**src/rtl/quad_dac_pkg.sv**
```systemverilog
package quad_dac_pkg;

    // Encoding is {enable, staged} so a control write maps directly to a state
    typedef enum logic [1:0] {
        ST_IDLE        = 2'b00,
        ST_IDLE_STAGED = 2'b01,
        ST_LIVE        = 2'b10,
        ST_LIVE_STAGED = 2'b11
    } dac_mode_e;

    // Byte addresses whose meaning the host software relies on
    localparam int unsigned OFS_GEN_CTRL  = 32'h02;
    localparam int unsigned OFS_RANGE     = 32'h12;
    localparam int unsigned OFS_CODE_BASE = 32'h14;
    localparam int unsigned CODE_STRIDE   = 2;

    // Bit positions in the general control word
    localparam int unsigned EN_BIT    = 1;
    localparam int unsigned STAGE_BIT = 0;

    // Range word layout: channel A sits at the top of each field
    localparam int unsigned POL_MSB  = 7;
    localparam int unsigned GAIN_MSB = 11;

endpackage

```
**src/rtl/dac_mode_fsm.sv**
```systemverilog
module dac_mode_fsm
    import quad_dac_pkg::*;
(
    input  logic       clk,
    input  logic       rst_n,
    input  logic       cfg_we,
    input  logic [1:0] cfg_bits,
    output logic       out_en,
    output logic       staged
);

    dac_mode_e state_q, state_d;

    always_comb begin
        state_d = state_q;
        if (cfg_we) begin
            unique case (cfg_bits)
                2'b00:   state_d = ST_IDLE;
                2'b01:   state_d = ST_IDLE_STAGED;
                2'b10:   state_d = ST_LIVE;
                default: state_d = ST_LIVE_STAGED;
            endcase
        end
    end

    always_ff @(posedge clk or negedge rst_n) begin
        if (!rst_n) state_q <= ST_IDLE;
        else        state_q <= state_d;
    end

    always_comb begin
        unique case (state_q)
            ST_IDLE:        begin out_en = 1'b0; staged = 1'b0; end
            ST_IDLE_STAGED: begin out_en = 1'b0; staged = 1'b1; end
            ST_LIVE:        begin out_en = 1'b1; staged = 1'b0; end
            default:        begin out_en = 1'b1; staged = 1'b1; end
        endcase
    end


    mode_follows_cfg_chk: assert property (@(posedge clk) disable iff (!rst_n)
        cfg_we |=> (out_en == $past(cfg_bits[1])) && (staged == $past(cfg_bits[0])));


    mode_holds_chk: assert property (@(posedge clk) disable iff (!rst_n)
        !cfg_we |=> $stable(out_en) && $stable(staged));

endmodule

```
**src/rtl/dac_chan_slice.sv**
```systemverilog
module dac_chan_slice #(
    parameter int unsigned CODE_W = 12
) (
    input  logic              clk,
    input  logic              rst_n,
    input  logic              hold_we,
    input  logic [CODE_W-1:0] wr_data,
    input  logic              staged,
    input  logic              commit_req,
    output logic [CODE_W-1:0] live_o
);

    logic [CODE_W-1:0] hold_q;
    logic [CODE_W-1:0] live_q;

    always_ff @(posedge clk or negedge rst_n) begin
        if (!rst_n) begin
            hold_q <= '0;
            live_q <= '0;
        end else begin
            if (hold_we) hold_q <= wr_data;
            if (hold_we && !staged)
                live_q <= wr_data;
            else if (commit_req && staged)
                live_q <= hold_q;
        end
    end

    assign live_o = live_q;


    commit_copies_shadow_chk: assert property (@(posedge clk) disable iff (!rst_n)
        (commit_req && staged && !hold_we) |=> live_q == $past(hold_q));


    direct_commit_inert_chk: assert property (@(posedge clk) disable iff (!rst_n)
        (commit_req && !staged && !hold_we) |=> $stable(live_q));

endmodule

```
**src/rtl/dac_range_ctrl.sv**
```systemverilog
module dac_range_ctrl
    import quad_dac_pkg::*;
#(
    parameter int unsigned NUM_CH = 4,
    localparam int unsigned LO_BIT = POL_MSB - NUM_CH + 1,
    localparam int unsigned FLD_W  = GAIN_MSB - LO_BIT + 1
) (
    input  logic              clk,
    input  logic              rst_n,
    input  logic              word_we,
    input  logic [FLD_W-1:0]  word_in,
    input  logic              commit_req,
    output logic [NUM_CH-1:0] bipolar_o,
    output logic [NUM_CH-1:0] gain_o
);

    logic [FLD_W-1:0] shadow_q;
    logic [FLD_W-1:0] live_q;

    always_ff @(posedge clk or negedge rst_n) begin
        if (!rst_n) begin
            shadow_q <= '0;
            live_q   <= '0;
        end else begin
            if (word_we)    shadow_q <= word_in;
            if (commit_req) live_q   <= shadow_q;
        end
    end

    for (genvar i = 0; i < NUM_CH; i++) begin : g_map
        assign bipolar_o[i] = live_q[POL_MSB - LO_BIT - i];
        assign gain_o[i]    = live_q[GAIN_MSB - LO_BIT - i];
    end


    range_commit_chk: assert property (@(posedge clk) disable iff (!rst_n)
        (commit_req && !word_we) |=> live_q == $past(shadow_q));

endmodule

```
**src/rtl/quad_dac_regif.sv**
```systemverilog
module quad_dac_regif
    import quad_dac_pkg::*;
#(
    parameter int unsigned NUM_CH = 4,
    parameter int unsigned CODE_W = 12,
    parameter int unsigned DATA_W = 16,
    parameter int unsigned ADDR_W = 8,
    localparam int unsigned LO_BIT = POL_MSB - NUM_CH + 1
) (
    input  logic                     clk,
    input  logic                     rst_n,
    input  logic [ADDR_W-1:0]        bus_addr,
    input  logic                     bus_wr,
    input  logic                     bus_rd,
    input  logic [DATA_W-1:0]        bus_wdata,
    output logic [DATA_W-1:0]        bus_rdata,
    output logic [NUM_CH*CODE_W-1:0] dac_code_o,
    output logic [NUM_CH-1:0]        dac_bipolar_o,
    output logic [NUM_CH-1:0]        dac_gain_o
);

    logic              gen_we, range_we, range_commit, code_commit;
    logic              out_en, staged;
    logic [NUM_CH-1:0] chan_we;
    logic [NUM_CH*CODE_W-1:0] live_codes;

    assign gen_we       = bus_wr && (bus_addr == ADDR_W'(OFS_GEN_CTRL));
    assign code_commit  = bus_rd && (bus_addr == ADDR_W'(OFS_GEN_CTRL));
    assign range_we     = bus_wr && (bus_addr == ADDR_W'(OFS_RANGE));
    assign range_commit = bus_rd && (bus_addr == ADDR_W'(OFS_RANGE));

    // Every location is write-only from the host's view
    assign bus_rdata = '0;

    dac_mode_fsm u_mode (
        .clk      (clk),
        .rst_n    (rst_n),
        .cfg_we   (gen_we),
        .cfg_bits ({bus_wdata[EN_BIT], bus_wdata[STAGE_BIT]}),
        .out_en   (out_en),
        .staged   (staged)
    );

    for (genvar i = 0; i < NUM_CH; i++) begin : g_chan
        assign chan_we[i] = bus_wr &&
            (bus_addr == ADDR_W'(OFS_CODE_BASE + CODE_STRIDE * i));

        dac_chan_slice #(.CODE_W(CODE_W)) u_slice (
            .clk        (clk),
            .rst_n      (rst_n),
            .hold_we    (chan_we[i]),
            .wr_data    (bus_wdata[CODE_W-1:0]),
            .staged     (staged),
            .commit_req (code_commit),
            .live_o     (live_codes[i*CODE_W +: CODE_W])
        );

        assign dac_code_o[i*CODE_W +: CODE_W] =
            out_en ? live_codes[i*CODE_W +: CODE_W] : '0;


        direct_write_visible_chk: assert property (@(posedge clk) disable iff (!rst_n)
            (chan_we[i] && out_en && !staged && !gen_we)
            |=> dac_code_o[i*CODE_W +: CODE_W] == $past(bus_wdata[CODE_W-1:0]));
    end

    dac_range_ctrl #(.NUM_CH(NUM_CH)) u_range (
        .clk        (clk),
        .rst_n      (rst_n),
        .word_we    (range_we),
        .word_in    (bus_wdata[GAIN_MSB:LO_BIT]),
        .commit_req (range_commit),
        .bipolar_o  (dac_bipolar_o),
        .gain_o     (dac_gain_o)
    );


    staged_write_hidden_chk: assert property (@(posedge clk) disable iff (!rst_n)
        ((|chan_we) && staged && !code_commit) |=> $stable(dac_code_o));


    range_waits_commit_chk: assert property (@(posedge clk) disable iff (!rst_n)
        !range_commit |=> $stable(dac_bipolar_o) && $stable(dac_gain_o));


    disable_zeroes_codes_chk: assert property (@(posedge clk) disable iff (!rst_n)
        (gen_we && !bus_wdata[EN_BIT]) |=> dac_code_o == '0);

endmodule

```
**config.mk**
```make
export PLATFORM = sky130hd
export DESIGN_NAME = quad_dac_regif
export DESIGN_NICKNAME = d
export VERILOG_FILES = /design/src/rtl/quad_dac_pkg.sv /design/src/rtl/dac_mode_fsm.sv /design/src/rtl/dac_chan_slice.sv /design/src/rtl/dac_range_ctrl.sv /design/src/rtl/quad_dac_regif.sv
export SDC_FILE = /design/constraint.sdc
export NUM_CORES = 1
export LEC_CHECK = 0
export BUFFER_PORTS_ARGS = -buffer_cell sky130_fd_sc_hd__buf_2
export CAP_MARGIN = 40
export CORE_MARGIN = 5
export CORE_UTILIZATION = 45
export CTS_BUF_LIST = sky130_fd_sc_hd__clkbuf_2 sky130_fd_sc_hd__clkbuf_4 sky130_fd_sc_hd__clkbuf_8
export DETAILED_ROUTE_END_ITERATION = 16
export GPL_TIMING_DRIVEN = 0
export PLACE_DENSITY_LB_ADDON = 0.05
export SYNTH_ARGS = -nofsm -noshare
export SYNTH_HDL_FRONTEND = slang
export SYNTH_SLANG_ARGS = --single-unit
```
**constraint.sdc**
```tcl
create_clock -name clk -period 1.4 [get_ports clk]
set_input_delay 0.28 -clock clk [delete_from_list [all_inputs] [get_ports clk]]
set_output_delay 0.28 -clock clk [all_outputs]
set_load 0.02 [all_outputs]
```
After elaboration in Yosys (flattened, before gate mapping)

Cells that the tools add are included.

Register bits after elaboration: 114
Input bits: 28
Output and inout port bits: 72
Word-level logic and storage cells: 56

Equal/unequal tests: 10
Muxes and demuxes: 14
Reduce and logical (&&, ||, !) cells: 21

Operators by type and width:

| kind                                          | count |
|---|---|
| 2-to-1 mux 12 bit                             | 12 |
| == test 8 x 5 -> 1 bit, second input constant | 5 |
| logical AND 1 bit                             | 13 |
| == test 8 x 2 -> 1 bit, second input constant | 1 |
| nonzero test 2 bit                            | 4 |
| case mux 2 bit (3 select lines)               | 1 |
| == test 2 x 1 -> 1 bit, second input constant | 2 |
| == test 2 bit, second input constant          | 2 |
| zero test 2 bit                               | 2 |
| OR reduction 2 bit                            | 2 |
| 2-to-1 mux 1 bit                              | 1 |

Logic depth before layout (Yosys ltp)

Gate-level depths: netlist (run 1).

Word-level depth: 6
Mapped depth: 7
Mapped depth without buffers: 4

Cells and area by module

A second synthesis (run 1) with hierarchy kept.

Cells, all modules: 435
Area, all modules: 6085.8 sq um

Modules (own cells, without submodules):

| module         | instances | cells an instance | area an instance (sq um) | sequential area each (sq um) |
|---|---|---|---|---|
| dac_chan_slice | 4         | 77                | 1188.6                   | 600.6 |
| dac_range_ctrl | 1         | 34                | 663.1                    | 400.4 |
| quad_dac_regif | 1         | 87                | 588.1                    | 0.0 |
| dac_mode_fsm   | 1         | 6                 | 80.1                     | 50.0 |

Least setup slack after synthesis (run 1)

OpenSTA, ideal clock, no wires.

Path kind: input port to flip-flop
From: input port bus_addr[5]
To: register g_chan[2].u_slice.hold_q[2]
Library setup time: 0.125 ns
Arrival time: 1.495 ns
Data required time: 1.275 ns
Path slack: -0.220 ns
Cell stages on the path: 5
Buffers on the path: 1
Cells stage by stage: nor4_4 nand2_1 nor3b_2 buf_4 mux2_2

Longest elaborated chain between the ends: 2

RTL lines:

| element                | line                 | RTL |
|---|---|---|
| from (decl)            | quad_dac_regif.sv:12 | `input logic [ADDR_W-1:0] bus_addr,` |
| == test 8 x 5 -> 1 bit | quad_dac_regif.sv:46 | `(bus_addr == ADDR_W'(OFS_CODE_BASE + CODE_STRIDE * i));` |
| logical AND 1 bit      | quad_dac_regif.sv:45 | `assign chan_we[i] = bus_wr &&` |
| to (signal assigned)   | dac_chan_slice.sv:21 | `if (hold_we) hold_q <= wr_data;` |
| to (decl)              | dac_chan_slice.sv:13 | `logic [CODE_W-1:0] hold_q;` |

Every way passes these cells.
A chain may end at the register's enable or synchronous reset.

Worst setup path after layout (run 1)

From: register u_mode.state_q[1]
To: output port dac_code_o[11]

Longest elaborated chain between the ends: 3
Elaborated cells between the ends (all ways): 4
Classes of those cells: eq/ne (1); mux (1); reduce/logical (2)

RTL lines:

| element                                                          | line                 | RTL |
|---|---|---|
| from (decl)                                                      | dac_mode_fsm.sv:12   | `dac_mode_e state_q, state_d;` |
| from (signal assigned)                                           | dac_mode_fsm.sv:28   | `else state_q <= state_d;` |
| == test 2 x 1 -> 1 bit / zero test 2 bit (equally long branches) | dac_mode_fsm.sv:32   | `unique case (state_q)` |
| OR reduction 2 bit (no line) *                                   | n/a                  |  |
| 2-to-1 mux 12 bit *                                              | quad_dac_regif.sv:59 | `out_en ? live_codes[i*CODE_W +: CODE_W] : '0;` |
| to (decl)                                                        | quad_dac_regif.sv:17 | `output logic [NUM_CH*CODE_W-1:0] dac_code_o,` |

Mark *: on every way between the ends. The rest lies on a longest branch, timed or not.

==> results of run 1 <==
power groups by stage:
stage	clock network, uW	registers, uW	logic (uW)
floorplan	0	3620	371
global placement	0	3640	560
detailed placement	0	3650	585
CTS	2820	3610	662
global route	2980	3640	800
finish	2760	3620	732
through the flow:
stage,cells,power [uW]
floorplan,494,3990
global placement,706,4200
detailed placement,707,4240
CTS,763,7090
global route,777,7420
finish,777,7120
critical path: cells and delay by family, from the launching register on:
kind	cells	cell delay, ns
AND/OR/NAND/NOR	1	0.14
buffers and inverters	3	0.41
flip-flops	1	0.44
timing repair:
item / CTS / global route
pin swaps: 47 / 40
endpoints found under the setup margin: 116 / 148
hold endpoints to repair: 28 / 0
hold buffers: 1 / 0
resized for setup: 163 / 102
setup buffers: 16 / 15
gates cloned: 7 / 3
cell type report:
cell class,count,area (um2),share of cell area (%)
flip-flops and latches,114,2860,36.3
multi-input cells,327,2900,36.9
clock buffers,26,320,4.08
plain buffers,51,504,6.42
repair buffers,110,1070,13.7
clock inverters,6,30.0,0.382
well taps,143,179,2.28
synth_stat cells:
| library cell | count | area share (%) |
|---|---|---|
| mux2_2 | 46 | 9.7 |
| nand3b_4 | 2 | 0.75 |
| nor4_4 | 1 | 0.40 |
| and2_1 | 48 | 5.6 |
| nand3_1 | 8 | 0.75 |
| buf_2 | 5 | 0.47 |
| buf_6 | 2 | 0.42 |
| and3b_1 | 2 | 0.33 |
| o22ai_1 | 16 | 1.9 |
| nand4_2 | 1 | 0.23 |
| and4_4 | 1 | 0.21 |
| conb_1 | 1 | 0.070 |
| buf_1 | 3 | 0.21 |
| clkbuf_2 | 5 | 0.47 |
| and3_1 | 3 | 0.35 |
| nor3b_2 | 2 | 0.47 |
| a22oi_1 | 2 | 0.28 |
| a31oi_1 | 24 | 2.8 |
| dfrtp_1 | 114 | 53 |
| and4_1 | 2 | 0.33 |
| buf_4 | 23 | 3.2 |
| clkbuf_1 | 15 | 1.1 |
| nor2_4 | 1 | 0.21 |
| nand2_1 | 53 | 3.7 |
| nor4b_1 | 1 | 0.16 |
| a21oi_1 | 6 | 0.56 |
| nor3b_1 | 2 | 0.28 |
| nor2_1 | 47 | 3.3 |
| mux2_4 | 20 | 5.6 |
| mux2i_1 | 6 | 1.1 |
| nand2_2 | 1 | 0.12 |
| nor3_1 | 16 | 1.5 |
state kept, by name, summed over array words and instances (netlist names):
| signal | flops |
|---|---|
| g_chan.u_slice.live_o | 48 |
| u_range.live_q | 8 |
| u_range.shadow_q | 8 |
| g_chan.u_slice.hold_q | 48 |
| u_mode.state_q | 2 |
per-layer routing:
metal  vias to the layer above  wire length (um)  GRT usage [%]  share of wire [%]
met2                       120              7580           34.1                 50
met5                         -                 0              0                  0
met3                        18               902           6.92                5.9
li1                       1897                 -              -                  -
met4                         0               239           6.66                1.6
met1                      2057              6470           27.9                 43
cells by family (layout without fill, tap and decap cells):
logic type / Yosys count / after routing / synth area share (%)
DFF: 114 / 114 / 53.4
and+or+nand+nor: 191 / 191 / 18.7
buffers and inverters: 53 / 193 / 5.85
muxes: 72 / 72 / 16.4
AOI/OAI and AO/OA: 48 / 48 / 5.53
other: 1 / 16 / 0.0702
path summary, 6_finish.rpt:
| path | end | slack [ns] |
|---|---|---|
| max reg2reg | g_chan[3].u_slice.live_o[10] | -0.11 |
| max in group asynchronous | u_range.shadow_q[0] | 0.42 |
| max | dac_code_o[11] | -0.32 |
| min | g_chan[2].u_slice.live_o[3] | 0.23 |
| min reg2reg | g_chan[3].u_slice.live_o[10] | 0.50 |
| min in group asynchronous | g_chan[3].u_slice.hold_q[5] | 0.28 |
==> flow_summary.yaml, run 1 <==
status:
  status: "complete, but fails checks"
  failed_checks: "negative setup slack"
place:
  gp_congestion: 0.761
  place_area_um2: 6110
  dp_hpwl_um: 8890
  pre_cts_slack_ns: -0.695
  numPortBuffers: 69
finish:
  mostFrequentLayoutCell: "dfrtp_1"
  antenna-diode-count: 0
  nets: 649
  drive_above_1_share_pct: 57.9
  area_growth_pct: 47.1
  num-fill-cells: 864
  utilization_pct: 68.3
  stdcell_area_um2: 7860
  final_cell_mix: "dfrtp_1, buf_6, buf_2, mux2_4, nand2_1"
die:
  die_area_um2: 14200
  core-area_um2: 11500
  die_w_um: 119
  start_util_pct: 46.4
  ios: 100
  rows: 39
  die_h_um: 119
routing:
  firstDrtPassIters: 4
  drt_iter0_drc: 222
  routedWlPerCell_um: 19.6
  post-route-drc-count: 0
  via_per_inst: 5.27
  postRouteAntennaNets: 0
  via_count: 4092
  drt_wl_total_um: 15200
worst_setup_path:
  cp_data_required_time_ns: 1.12
  start_kind: "flip-flop"
  slowest_stage: "dfrtp_2"
  endpoint_kind: "output port"
  crit_start: "u_mode.state_q[1]"
  worstSetupPathType: "flip-flop to output port"
  crit_path_frequent_cell: "buf_8"
  path_cells: "buf_8, buf_8, and2_4, buf_6"
  worstPathArrival_ns: 1.44
  rr_startpoint: "u_mode.state_q[0]"
  ff2ff_path_depth: 6
  critPathMaxFanout: 8
  cp_slowest_stage_delay_ns: 0.44
global_routing:
  grt_max_degree: 87
  grt_overflow: 0
  grt_pass1_wl_um: 23200
  antenna_found_initial: 0
  grt_pass1_vias: 4282
  groute.usage.overall_pct: 21.4
run:
  drv_cap: 0
sta:
  slew_headroom_pct: 39.9
  hold_viol: 0
  slew_viol_final: 0
  clock-skew-final_ns: 0.00765
  finalSetupTns_ns: -16.04
  fin_ws_ns: -0.319
  worst_slew_pin_slew_ns: 0.902
  timing.final.crit_share_pct: 123
  fmax_ghz: 0.582
  post-route-min-period_ns: 1.72
  setup_violations: 95
  holdWs_ns: 0.226
  grt_setup_unrepaired: "yes"
cts:
  clkTransAtPathRegs_ns: 0.07
  htreeDepth: 4
  ctsRootBufferMaster: "clkbuf_8"
  cts_tree: "yes"
  clock_sinks: 114
  clk_latency_ns: 0.44
  cts_buffers: 17
  cts_buffer_depth: 2
logic_synthesis:
  seq_area_frac_synth_pct: 53.4
  syn_inst: 479
  mappedNetlistArea_um2: 5340
  ys_ff_latch: 114
  ys_warn_count: 0
  synth.distinct_cells: 32
  synth_area_per_cell_um2: 11.2
power_and_ir_drop:
  combPwrFrac_pct: 10.3
  sw_frac_of_total_pct: 25.6
  power_frac_seq_pct: 50.9
  ir_drop_mv: 0.583
  internal-power_uw: 5290
  pwr_density_cell_nw_per_um2: 906
  p_switching_uw: 1820
  clockPowerShare_pct: 38.8
  total_leakage_power_uw: 0.00392
hold_path:
  min_from: "bus_wdata[3]"
  whs_path_depth: 3
  hold_path.class: "input pin to flip-flop"
Note: power is estimated with default switching activity, not from simulation.
==> run 2, diff against run 1 <==
--- a/config.mk
+++ b/config.mk
@@ -12,7 +12,7 @@
 export CTS_BUF_LIST = sky130_fd_sc_hd__clkbuf_2 sky130_fd_sc_hd__clkbuf_4 sky130_fd_sc_hd__clkbuf_8
 export DETAILED_ROUTE_END_ITERATION = 16
 export GPL_TIMING_DRIVEN = 0
-export PLACE_DENSITY_LB_ADDON = 0.05
+export PLACE_DENSITY = 0.67
 export SYNTH_ARGS = -nofsm -noshare
 export SYNTH_HDL_FRONTEND = slang
 export SYNTH_SLANG_ARGS = --single-unit
==> run 2 against run 1 <==
  * The flow still finishes with violations (negative setup slack)
  * Final cell count increased by 0.51%
  * Combinational power increased by 5.3%
  * Sequential share of layout area decreased by 1.0 points
  * Register-to-register slack got worse by 0.18 ns
==> flow_summary.yaml, run 2 (same netlist as run 1, synthesis figures left out) <==
status:
  status: "complete, but fails checks"
  failed_checks: "negative setup slack"
finish:
  area_growth_pct: 51.4
  antenna-diode-count: 0
  final_cell_mix: "dfrtp_1, mux2_4, buf_2, buf_6, and2_1"
  stdcell_area_um2: 8090
  mostFrequentLayoutCell: "dfrtp_1"
  drive_above_1_share_pct: 58.9
  nets: 653
  finalNonFillerCells: 781
sta:
  timing.final.crit_share_pct: 124
  hold_viol: 0
  fmax_ghz: 0.576
  worst_slew_pin_slew_ns: 0.856
  slew_viol_final: 0
  fin_ws_ns: -0.337
  holdWs_ns: 0.250
  slew_headroom_pct: 43.0
  grt_setup_unrepaired: "yes"
  post-route-min-period_ns: 1.74
  clock-skew-final_ns: 0.00970
  setup_violations: 118
global_routing:
  groute.usage.overall_pct: 22.3
  grt_overflow: 0
  grt_pass1_vias: 4493
  grt_max_degree: 69
  antenna_found_initial: 0
  grt_pass1_wl_um: 24800
place:
  dp_cells: 707
  numPortBuffers: 69
  gp_congestion: 0.792
  place_area_um2: 6110
  pre_cts_slack_ns: -0.527
  dp_hpwl_um: 9100
die:
  rows: 39
  die_h_um: 119
  start_util_pct: 46.4
  ios: 100
  die_area_um2: 14200
  core-area_um2: 11500
  die_w_um: 119
cts:
  cts_tree: "yes"
  ctsRootBufferMaster: "clkbuf_8"
  htreeDepth: 4
  clk_latency_ns: 0.45
  clkTransAtPathRegs_ns: 0.07
  clock_sinks: 114
  cts_buffer_depth: 2
  cts_buffers: 17
worst_setup_path:
  worst-path-buf-inv: 3
  endpoint_kind: "output port"
  rr_startpoint: "u_mode.state_q[0]"
  critical-path-top-delay-family: "flip-flops"
  start_kind: "flip-flop"
  slowest_stage: "dfrtp_2"
  reg2reg_slack_ns: -0.29
  r2r_end: "g_chan[0].u_slice.live_o[4]"
  ff2ff_path_depth: 8
  worstSetupPathType: "flip-flop to output port"
  path_cells: "buf_8, clkbuf_16, and2_4, buf_6"
  critPathMaxFanout: 5
  cp_slowest_stage_delay_ns: 0.45
  cp_data_required_time_ns: 1.12
  worstPathArrival_ns: 1.46
run:
  drv_cap: 0
routing:
  drt_iter0_drc: 269
  post-route-drc-count: 0
  via_count: 4347
  postRouteAntennaNets: 0
  routedWlPerCell_um: 21.6
  firstDrtPassIters: 6
  drt_wl_total_um: 16900
  via_per_inst: 5.57
power_and_ir_drop:
  ir_drop_mv: 0.757
  power_uw: 8200
  pwr_density_cell_nw_per_um2: 1010
  total_leakage_power_uw: 0.00402
hold_path:
  whs_path_depth: 3
  min_to: "g_chan[0].u_slice.live_o[3]"
  min_from: "bus_wdata[3]"
  hold_path.class: "input pin to flip-flop"
[run 2: cell count changes in the layout (fill, tap and decap cells not counted), moves of 9 or more]
cell / delta
nand2_2: +10
mux2_2: -13
nand2_1: -9
mux2_4: +13
[run 2: worst max-delay path by stage]
stage / slack, ns / end / cells after the start / startpoint
floorplan: -0.20 / g_chan[0].u_slice.hold_q[2] / 5 / bus_addr[5]
global placement: -1.28 / g_chan[2].u_slice.hold_q[7] / 1 / rst_n
detailed placement: -0.53 / g_chan[0].u_slice.hold_q[9] / 6 / bus_addr[5]
CTS: -0.32 / dac_code_o[26] / 4 / u_mode.state_q[1]
global route: -0.37 / dac_code_o[26] / 4 / u_mode.state_q[1]
finish: -0.34 / dac_code_o[33] / 4 / u_mode.state_q[1]
[run 2: worst register-to-register path, delay by kind of cell (launching register included)]
family                 cells  cell delay [ns]
buffers and inverters      4             0.60
DFF                        1             0.42
AOI/OAI and AO/OA          1             0.07
and+or+nand+nor            3             0.48
[run 2: layout make-up]
type	count	area, um2
plain buffers	52	538
multi-input cells	327	2950
repair buffers	113	1080
fillers	781	3430
clock buffers	23	317
well taps	143	179
clock inverters	9	173
flip-flops and latches	114	2850
[run 2: metrics by stage]
| step | util (%) | setup TNS, ns |
|---|---|---|
| after floorplan | - | -8.94 |
| after global placement | 52.8 | -190.05 |
| after detailed placement | 53.0 | -47.17 |
| after CTS | 65.9 | -16.62 |
| after global routing | 70.2 | -29.90 |
| final | 70.2 | -24.69 |
[run 2: metal layers]
layer  global-route usage [%]  vias to the layer above  wire length (um)  share of wire (%)
li1                         -                     1900                 -                  -
met1                     29.2                     2231              7250                 43
met2                     35.6                      191              8270                 49
met3                     6.92                       25              1170                6.9
met4                     7.31                        0               215                1.3
met5                        0                        -                 0                  0
[run 2: timing repair]
| item | 4_1_cts | 5_1_grt |
|---|---|---|
| pin swaps | 70 | 32 |
| endpoints found under the hold margin | 46 | 0 |
| setup endpoints to repair | 118 | 146 |
| hold buffers | 1 | 0 |
| gates cloned | 8 | 4 |
| gates resized for setup | 171 | 104 |
| buffers inserted | 23 | 8 |
[run 2: where the power goes]
part / internal, uW / switching (uW) / total [uW] / leakage, uW
sequential: 3490 / 144 / 3630 / 0.00156
clock: 2400 / 1400 / 3800 / 0.000248
combinational: 355 / 416 / 771 / 0.00221
==> run 3, diff against run 2 <==
--- a/config.mk
+++ b/config.mk
@@ -7,12 +7,14 @@
 export LEC_CHECK = 0
 export BUFFER_PORTS_ARGS = -buffer_cell sky130_fd_sc_hd__buf_2
 export CAP_MARGIN = 40
+export CELL_PAD_IN_SITES_DETAIL_PLACEMENT = 0
+export CELL_PAD_IN_SITES_GLOBAL_PLACEMENT = 1
 export CORE_MARGIN = 5
-export CORE_UTILIZATION = 45
+export CORE_UTILIZATION = 41
 export CTS_BUF_LIST = sky130_fd_sc_hd__clkbuf_2 sky130_fd_sc_hd__clkbuf_4 sky130_fd_sc_hd__clkbuf_8
 export DETAILED_ROUTE_END_ITERATION = 16
 export GPL_TIMING_DRIVEN = 0
-export PLACE_DENSITY = 0.67
+export PLACE_DENSITY = 0.77
 export SYNTH_ARGS = -nofsm -noshare
 export SYNTH_HDL_FRONTEND = slang
 export SYNTH_SLANG_ARGS = --single-unit
==> constraint.sdc (replaced) <==
create_clock -name clk -period 1.4 [get_ports clk]
set_input_delay 0.28 -clock clk [delete_from_list [all_inputs] [get_ports clk]]
set_output_delay 0.28 -clock clk [all_outputs]
set_load 0.005 [all_outputs]
==> run 3 against run 2 <==
  * The run still ends with negative setup slack left
  * Sequential share of layout area grew 0.72 points
  * Largest power group unchanged
  * Design area decreased by 2.0%
  * Register-to-register slack better by 0.12 ns
  * Highest routed layer unchanged
  * Critical path type unchanged
  * Clock-buffer cell count fell by 3
  * Sequential power about the same
  * Critical endpoint is now dac_code_o[28]
  * Via count fell by 4.5%
==> flow_summary.yaml, run 3 (same netlist as run 1, synthesis figures left out) <==
cts:
  cts_buffer_depth: 2
  cts_buffers: 17
  clkTransAtPathRegs_ns: 0.07
  cts_tree: "yes"
  htreeDepth: 4
  clock_sinks: 114
  clk_latency_ns: 0.43
  ctsRootBufferMaster: "clkbuf_8"
power_and_ir_drop:
  ir_drop_mv: 0.617
  total_leakage_power_uw: 0.00395
  power_uw: 8230
  pwr_density_cell_nw_per_um2: 1040
die:
  core-area_um2: 12700
  die_w_um: 124
  die_h_um: 124
  die_area_um2: 15400
  start_util_pct: 42.0
  rows: 41
  ios: 100
worst_setup_path:
  cp_data_required_time_ns: 1.12
  path_depth: 4
  critPathMaxFanout: 5
  ff2ff_path_depth: 7
  cp_slowest_stage_delay_ns: 0.45
  critical-path-top-delay-family: "flip-flops"
  slowest_stage: "dfrtp_2"
  worstPathArrival_ns: 1.44
  path_cells: "buf_8, clkbuf_16, and2_4, buf_6"
  worstSetupPathType: "flip-flop to output port"
  start_kind: "flip-flop"
  endpoint_kind: "output port"
  worst-path-buf-inv: 3
routing:
  post-route-drc-count: 0
  routedWlPerCell_um: 19.5
  drt_wl_total_um: 15700
  drt_iter0_drc: 324
  via_count: 4150
  firstDrtPassIters: 4
  via_per_inst: 5.16
  postRouteAntennaNets: 0
global_routing:
  grt_overflow: 0
  grt_pass1_vias: 4330
  grt-busiest-layer: "met2"
  grt_util_met1_pct: 28.0
  grt_max_degree: 64
  groute.usage.overall_pct: 20.9
  grt_pass1_wl_um: 23800
  antenna_found_initial: 0
  use_met3_pct: 5.00
  met2_usage_pct: 33.0
place:
  place_area_um2: 6140
  gp_congestion: 0.803
  dp_hpwl_um: 9120
  numPortBuffers: 69
  dp_cells: 736
finish:
  finalNonFillerCells: 805
  stdcell_area_um2: 7930
  nets: 649
  mostFrequentLayoutCell: "dfrtp_1"
  area_growth_pct: 48.3
  final_cell_mix: "dfrtp_1, buf_2, mux2_4, and2_1, buf_6"
  drive_above_1_share_pct: 56.9
  antenna-diode-count: 0
  num-fill-cells: 1017
sta:
  fmax_ghz: 0.581
  timing.final.crit_share_pct: 123
  fin_ws_ns: -0.321
  slew_headroom_pct: 49.0
  post-route-min-period_ns: 1.72
  grt_setup_unrepaired: "yes"
  slew_viol_final: 0
  setup_violations: 148
  finalSetupTns_ns: -20.20
  worst_slew_pin_slew_ns: 0.765
  hold_viol: 0
  clock-skew-final_ns: 0.00884
status:
  failed_checks: "negative setup slack"
  status: "complete, but fails checks"
run:
  drv_cap: 0
hold_path:
  whs_path_depth: 3
  hold_path.class: "input pin to flip-flop"
-- run 3: cell types whose count changed in the layout (fill, tap and decap cells not counted), sizes merged --
cell / delta
clkbuf: -6
bufinv: +2
buf: -1
-- run 3: per-stage QoR --
stage	hold WS [ns]	util (%)	setup slack, ns
final	0.246	62.3	-0.321
after global routing	0.227	62.3	-0.353
after CTS	0.202	60.0	-0.343
after detailed placement	0.375	48.3	-0.635
after global placement	0.469	48.1	-1.26
after floorplan	-0.0156	-	-0.198
-- run 3: final timing paths --
check | slack (ns) | to | start
setup / recovery | -0.32 | dac_code_o[28] | u_mode.state_q[1]
hold / removal | 0.25 | g_chan[1].u_slice.live_o[3] | bus_wdata[3]
setup reg to reg | -0.17 | g_chan[1].u_slice.live_o[0] | u_mode.state_q[0]
hold reg to reg | 0.50 | u_range.live_q[5] | u_range.shadow_q[5]
max in group asynchronous | 0.20 | g_chan[2].u_slice.hold_q[10] | rst_n
min in group asynchronous | 0.44 | g_chan[3].u_slice.live_o[2] | rst_n
-- run 3: repair_timing --
action	4_1_cts	5_1_grt
endpoints found under the hold margin	51	0
pin swaps	53	38
cloned	10	2
setup buffers	21	10
endpoints found under the setup margin	117	148
hold buffers	1	0
gates resized for setup	163	71
-- run 3: layout make-up --
class / instances / area (um2) / share of cell area (%)
repair buffers: 111 / 945 / 11.9
clock inverters: 11 / 233 / 2.94
well taps: 172 / 215 / 2.71
plain buffers: 50 / 485 / 6.12
clock buffers: 20 / 263 / 3.31
multi-input cells: 327 / 2930 / 37.0
flip-flops and latches: 114 / 2850 / 36.0
-- run 3: report_power, final --
group          total [uW]  internal (uW)  switching (uW)
sequential           3630           3490             141
clock                3900           2550            1360
combinational         695            346             349
-- run 3: routing by layer --
layer  wire length, um  vias up
li1                  -     1898
met1              6960     2088
met2              7550      132
met3               799       32
met4               383        0
met5                 0        -
-- run 3: worst min-delay path, delay by kind of cell --
| kind | cells | cell delay, ns |
|---|---|---|
| AOI/OAI and AO/OA | 1 | 0.11 |
| and+or+nand+nor | 1 | 0.05 |
| buffers and inverters | 1 | 0.20 |
